### config.mk
export PLATFORM = sky130hd
export DESIGN_NAME = coproc_seq
export DESIGN_NICKNAME = d
export VERILOG_FILES = /design/src/rtl/seq_pkg.sv /design/src/rtl/seq_dma.sv /design/src/rtl/seq_suspend.sv /design/src/rtl/seq_irq.sv /design/src/rtl/coproc_seq.sv
export SDC_FILE = /design/constraint.sdc
export NUM_CORES = 1
export LEC_CHECK = 0
export CORE_ASPECT_RATIO = 1.1
export CORE_MARGIN = 10
export CORE_UTILIZATION = 50
export CTS_CLUSTER_SIZE = 14
export DETAILED_ROUTE_END_ITERATION = 12
export HOLD_SLACK_MARGIN = 0.05
export PLACE_DENSITY = 0.92
export REMOVE_ABC_BUFFERS = 1
export SYNTH_ARGS = -nofsm -noshare
export SYNTH_HDL_FRONTEND = slang
export SYNTH_SLANG_ARGS = --single-unit
### constraint.sdc
create_clock -name clk -period 4.15 [get_ports clk]
set_input_delay 0.83 -clock clk [delete_from_list [all_inputs] [get_ports clk]]
set_output_delay 0.83 -clock clk [all_outputs]
set_load 0.1 [all_outputs]
### src/rtl/seq_pkg.sv
package seq_pkg;

  typedef enum logic [2:0] {
    ACT_IDLE    = 3'd0,
    ACT_DMA     = 3'd1,
    ACT_PRELOAD = 3'd2,
    ACT_EXEC    = 3'd3,
    ACT_SUSPEND = 3'd4
  } seq_act_e;

  // Address of byte n of a block starting at base; callers truncate.
  function automatic logic [31:0] seq_offset(input logic [31:0] base, input logic [31:0] n);
    return base + n;
  endfunction

  function automatic logic seq_busy(input logic dma, input logic pre, input logic halted);
    return dma | pre | ~halted;
  endfunction

endpackage

### src/rtl/seq_dma.sv
module seq_dma #(
  parameter int ADDR_W = 24,
  parameter int LEN_W  = 16
) (
  input  logic              clk,
  input  logic              rst_n,
  input  logic              freeze,
  input  logic              start,
  input  logic [ADDR_W-1:0] cfg_src,
  input  logic [ADDR_W-1:0] cfg_dst,
  input  logic [LEN_W-1:0]  cfg_len,
  output logic              xfer,
  output logic [ADDR_W-1:0] rd_addr,
  output logic [ADDR_W-1:0] wr_addr,
  output logic              active,
  output logic              active_nxt
);
  logic [ADDR_W-1:0] src_q, dst_q;
  logic [LEN_W-1:0]  len_q, idx_q;
  logic              act_q;
  logic              has_byte, last_byte;

  assign has_byte  = act_q && (idx_q != len_q);
  assign last_byte = ({1'b0, idx_q} + 1'b1) == {1'b0, len_q};
  assign xfer      = has_byte && !freeze;
  assign rd_addr   = ADDR_W'(seq_pkg::seq_offset(32'(src_q), 32'(idx_q)));
  assign wr_addr   = ADDR_W'(seq_pkg::seq_offset(32'(dst_q), 32'(idx_q)));
  assign active    = act_q;

  always_comb begin
    if (!act_q)      active_nxt = start;
    else if (freeze) active_nxt = 1'b1;
    else             active_nxt = has_byte && !last_byte;
  end

  always_ff @(posedge clk) begin
    if (!rst_n) begin
      src_q <= '0;
      dst_q <= '0;
      len_q <= '0;
      idx_q <= '0;
      act_q <= 1'b0;
    end else begin
      act_q <= active_nxt;
      if (start && !act_q) begin
        src_q <= cfg_src;
        dst_q <= cfg_dst;
        len_q <= cfg_len;
        idx_q <= '0;
      end else if (xfer) begin
        idx_q <= idx_q + 1'b1;
      end
    end
  end

  a_r5_self_clear: assert property (@(posedge clk) disable iff (!rst_n)
    act_q && !freeze && !(has_byte && !last_byte) |=> !act_q);
  a_r9_dma_frozen: assert property (@(posedge clk) disable iff (!rst_n)
    act_q && freeze |=> act_q && $stable(idx_q));
  a_r4_no_idle_access: assert property (@(posedge clk) disable iff (!rst_n)
    !act_q |-> !xfer);

endmodule

### src/rtl/seq_suspend.sv
module seq_suspend #(
  parameter int SUSP_W = 16
) (
  input  logic              clk,
  input  logic              rst_n,
  input  logic              load,
  input  logic [SUSP_W-1:0] cycles,
  output logic              active
);
  logic [SUSP_W-1:0] cnt_q;
  logic              act_q;
  logic              counting, expire;

  assign counting = act_q && (cnt_q != '0);
  assign expire   = counting && (cnt_q == SUSP_W'(1));
  assign active   = act_q;

  always_ff @(posedge clk) begin
    if (!rst_n) begin
      cnt_q <= '0;
      act_q <= 1'b0;
    end else if (load) begin
      cnt_q <= cycles;
      act_q <= 1'b1;
    end else if (counting) begin
      cnt_q <= cnt_q - 1'b1;
      if (expire) act_q <= 1'b0;
    end
  end

  a_r8_keeps_counting: assert property (@(posedge clk) disable iff (!rst_n)
    act_q && !load && cnt_q > SUSP_W'(1) |=> act_q);
  a_r8_releases: assert property (@(posedge clk) disable iff (!rst_n)
    act_q && !load && cnt_q == SUSP_W'(1) |=> !act_q);
  a_r8_zero_holds: assert property (@(posedge clk) disable iff (!rst_n)
    act_q && cnt_q == '0 |=> act_q);

endmodule

### src/rtl/seq_irq.sv
module seq_irq (
  input  logic clk,
  input  logic rst_n,
  input  logic busy,
  input  logic busy_nxt,
  input  logic clear,
  input  logic mask,
  output logic pending,
  output logic irq
);
  logic pend_q;
  logic went_idle;

  assign went_idle = busy && !busy_nxt;
  assign pending   = pend_q;
  assign irq       = pend_q && !mask;

  always_ff @(posedge clk) begin
    if (!rst_n)         pend_q <= 1'b0;
    else if (went_idle) pend_q <= 1'b1;
    else if (clear)     pend_q <= 1'b0;
  end

  a_r10_set_on_idle: assert property (@(posedge clk) disable iff (!rst_n)
    $fell(busy) |-> pend_q);
  a_r10_sticky: assert property (@(posedge clk) disable iff (!rst_n)
    pend_q && !clear |=> pend_q);
  a_r11_masked: assert property (@(posedge clk) disable iff (!rst_n)
    mask |-> !irq);

endmodule

### src/rtl/coproc_seq.sv
module coproc_seq #(
  parameter int ADDR_W = 24,
  parameter int LEN_W  = 16,
  parameter int SUSP_W = 16,
  parameter int DATA_W = 8
) (
  input  logic              clk,
  input  logic              rst_n,
  input  logic              dma_start,
  input  logic [ADDR_W-1:0] dma_src,
  input  logic [ADDR_W-1:0] dma_dst,
  input  logic [LEN_W-1:0]  dma_len,
  input  logic              preload_req,
  input  logic              preload_done,
  input  logic              run_req,
  input  logic              halt_req,
  input  logic              susp_req,
  input  logic [SUSP_W-1:0] susp_cycles,
  input  logic              irq_clear,
  input  logic              irq_disable,
  output logic              rd_en,
  output logic [ADDR_W-1:0] rd_addr,
  input  logic [DATA_W-1:0] rd_data,
  output logic              wr_en,
  output logic [ADDR_W-1:0] wr_addr,
  output logic [DATA_W-1:0] wr_data,
  output logic              preload_go,
  output logic              exec_go,
  output logic              busy,
  output logic              irq_pending,
  output logic              irq,
  output logic [2:0]        activity
);
  import seq_pkg::*;

  logic halt_q, pre_q;
  logic halt_nxt, pre_nxt;
  logic suspended;
  logic dma_active, dma_nxt, dma_xfer, dma_go;
  logic busy_nxt;
  seq_act_e act;

  seq_suspend #(.SUSP_W(SUSP_W)) u_susp (
    .clk(clk), .rst_n(rst_n), .load(susp_req), .cycles(susp_cycles), .active(suspended)
  );

  assign dma_go = dma_start && !busy && !suspended;

  seq_dma #(.ADDR_W(ADDR_W), .LEN_W(LEN_W)) u_dma (
    .clk(clk), .rst_n(rst_n), .freeze(suspended), .start(dma_go),
    .cfg_src(dma_src), .cfg_dst(dma_dst), .cfg_len(dma_len),
    .xfer(dma_xfer), .rd_addr(rd_addr), .wr_addr(wr_addr),
    .active(dma_active), .active_nxt(dma_nxt)
  );

  assign rd_en      = dma_xfer;
  assign wr_en      = dma_xfer;
  assign wr_data    = rd_data;
  assign preload_go = pre_q && !dma_active && !suspended;
  assign exec_go    = !halt_q && !dma_active && !pre_q && !suspended;

  always_comb begin
    pre_nxt  = pre_q;
    halt_nxt = halt_q;
    if (!suspended) begin
      if (preload_go && preload_done) pre_nxt = 1'b0;
      else if (preload_req)           pre_nxt = 1'b1;
      if (exec_go && halt_req)        halt_nxt = 1'b1;
      else if (run_req)               halt_nxt = 1'b0;
    end
  end

  always_ff @(posedge clk) begin
    if (!rst_n) begin
      halt_q <= 1'b1;
      pre_q  <= 1'b0;
    end else begin
      halt_q <= halt_nxt;
      pre_q  <= pre_nxt;
    end
  end

  assign busy     = seq_busy(dma_active, pre_q, halt_q);
  assign busy_nxt = seq_busy(dma_nxt, pre_nxt, halt_nxt);

  seq_irq u_irq (
    .clk(clk), .rst_n(rst_n), .busy(busy), .busy_nxt(busy_nxt),
    .clear(irq_clear), .mask(irq_disable), .pending(irq_pending), .irq(irq)
  );

  always_comb begin
    if (suspended)       act = ACT_SUSPEND;
    else if (dma_active) act = ACT_DMA;
    else if (pre_q)      act = ACT_PRELOAD;
    else if (!halt_q)    act = ACT_EXEC;
    else                 act = ACT_IDLE;
  end
  assign activity = act;

  a_r9_state_frozen: assert property (@(posedge clk) disable iff (!rst_n)
    suspended |=> $stable(pre_q) && $stable(halt_q));
  a_r2_one_grant: assert property (@(posedge clk) disable iff (!rst_n)
    $onehot0({rd_en, preload_go, exec_go}));
  a_r3_start_only_idle: assert property (@(posedge clk) disable iff (!rst_n)
    !dma_active && (busy || suspended) |=> !dma_active);

endmodule

==> impl_metrics.tcl <==
set metrics [dict create \
    htreeDepth 3 \
    drt_wl_total_um 18900 \
    postCtsSetupBuffers 0 \
    dr.pass1.iters 5 \
    wl_per_cell_um 15.9 \
    syn_area_per_cell_um2 7.73 \
    synth_seq_cells 101 \
    drt_iter0_markers 415 \
    worst_setup_path_start_kind "flop" \
    insertion_delay_ps 360 \
    viasPerCell 5.57 \
    clkSinkCount 101 \
    synth.top_cell.area_share_pct 29.6 \
    syn_area_um2 6840 \
    drv_slew 0 \
    drv_cap 0 \
    clock_skew_ps 5.62 \
    grt_start_max_net_pins 38 \
    worst_pin_slew_ps 991 \
    hp-class "flop to flop" \
    cts_max_path_buffers 2 \
    layout_commonest_cell "nand2_1" \
    cts_tree "yes" \
    fin_crit_ps 4010 \
    dp_cells 1173 \
    ys_warn_count 0 \
    max_freq_ghz 0.249 \
    postRouteAntennaNets 0 \
    gp_congestion 0.943 \
    instances_no_fill 1189 \
    grt_pass1_vias 6428 \
    yosys.cell_types.count 62 \
    hpwl_um 14600 \
    chipWidth_um 132 \
    reg2regPathDepth 9 \
    grt_use_total_pct 19.4 \
    yosys.area.top_type "dfxtp_1" \
    antenna_found_initial 0 \
    start_util_pct 51.3 \
    synth_edf_count 0 \
    crit_fanout 11 \
    met1_usage_pct 22.6 \
    tns_ps 0 \
    floorplan.die_area_um2 18800 \
    dr_total_vias 6618 \
    powerDensity_nw_per_um2 319 \
    grt_busiest_layer "met2" \
    holdWs_ps 467 \
    synthArstFlopShare_pct 0 \
    clk_pin_slew_ps 70 \
    synthFlopType "dfxtp_1" \
    synthCells 885 \
    grt_overflow_total 0 \
    power_mw 2.82 \
    grt_pass1_wl_um 30500 \
    drive_gt1_share_pct 10.1 \
    clock-root-buffer "clkbuf_16" \
    critPathRequiredTime_ps 3320 \
    yosys-top-cells-area "dfxtp_1 (30%), nand2_1 (9.6%), a21boi_0 (7.2%)" \
    use_met2_pct 33.4 \
    arrival_ps 3180 \
    whs_path_depth 2 \
    rsz0062_at_grt "no" \
    leakage_nw 3.45 \
    final.fill_count 1120 \
    crit_path_end_kind "primary output" \
    area_delta_synth_final_pct 29.2 \
    hold_viol 0 \
    fin_nets 1135 \
    status "complete, no violations" \
    path_class "flop to primary output" \
    layout_common_cells "nand2_1 (175), dfxtp_1 (98), clkdlybuf4s50_1 (97)" \
    yosysSeqAreaShare_pct 29.6 \
    num_rows 44 \
    core_area_um2 13300 \
    period_share_pct 96.7 \
    ios 164 \
    portBuffers 147 \
    max_slew_margin_pct 33.7 \
    numCtsBuffers 9 \
    setup-violations-final 0 \
    drc 0 \
    ir_drop_mv 0.254 \
    diodes 0 \
    die_h_um 143 \
    use_met3_pct 4.91 \
]
per-stage QoR:
stage               util (%)  instance area [µm²]  setup WS, ps
global placement        64.0                 8530           385
floorplan                  -                 6580          -839
CTS                     66.2                 8820          8.34
detailed placement      64.0                 8530           210
global route            66.3                 8830          9.70
finish                  66.3                 8830           137
layer usage:
layer,share of wire (%),wire [µm]
met2,49,9240
met1,43,8120
met5,0,0
met3,5.9,1110
met4,2.2,416
where the power goes:
| group | internal (mW) | leakage, nW | switching (mW) |
|---|---|---|---|
| clock network | 0.427 | 0.135 | 0.388 |
| logic | 0.319 | 2.48 | 0.593 |
| registers | 1.03 | 0.827 | 0.0615 |
| total | 1.77 | 3.45 | 1.04 |
synth_stat cells, drive strengths merged (19+ instances only):
library cell / count
ha: 35
inv: 26
clkbuf: 32
nor2: 59
nand3: 19
a21oi: 46
dfxtp: 101
xor2: 36
buf: 21
o21ai: 46
nand2: 178
xnor2: 50
a21boi: 66
cell type report:
cell class              count  area, µm²  share of cell area [%]
flip-flops and latches    101       2030                    23.0
clock buffers              10        239                    2.71
inverters                  26       97.6                    1.10
well taps                 184        230                    2.61
repair buffers            157       1710                    19.3
clock inverters             6       46.3                   0.524
multi-input cells         705       4480                    50.8
worst paths after layout:
check / start / endpoint / slack (ps)
setup / recovery: u_dma.idx_q[0] / wr_addr[16] / 140
hold / removal: u_dma.dst_q[15] / u_dma.dst_q[15] / 470
setup reg to reg: u_dma.idx_q[1] / u_dma.active / 1710
hold reg to reg: u_dma.dst_q[15] / u_dma.dst_q[15] / 470
repair_timing:
| item | CTS | global route |
|---|---|---|
| endpoints found under the setup margin | 11 | 16 |
| gates resized for setup | 3 | 5 |
| hold buffers | 0 | 0 |
| gates cloned | 0 | 0 |
| hold endpoints to repair | 0 | 0 |
critical path, cell delays in order (launching register included):
cell and delay (ps):
dfxtp_4 430, ha_1 220, inv_1 70, fa_1 410, nor2b_1 170, o31a_1 190
o21ai_0 130, and4_1 270, a211oi_2 360, o211ai_1 150, o2111ai_1 190, buf_12 220
flip-flops by register name (all words and copies together) (netlist names):
signal / flops
u_dma.src_q: 24
u_dma.dst_q: 24
u_susp.cnt_q: 16
u_dma.len_q: 16
pre_q: 1
halt_q: 1
u_dma.idx_q: 16
u_susp.active: 1
u_irq.pending: 1
u_dma.active: 1
cells by family after synthesis:
family / synth area share [%]
mux: 0.146
buf+inv: 5.16
xor+xnor: 11.0
fa+ha+maj: 6.99
flops: 29.6
compound gates: 22.4
simple gates: 24.7
Power figures use the tool's default switching activity.
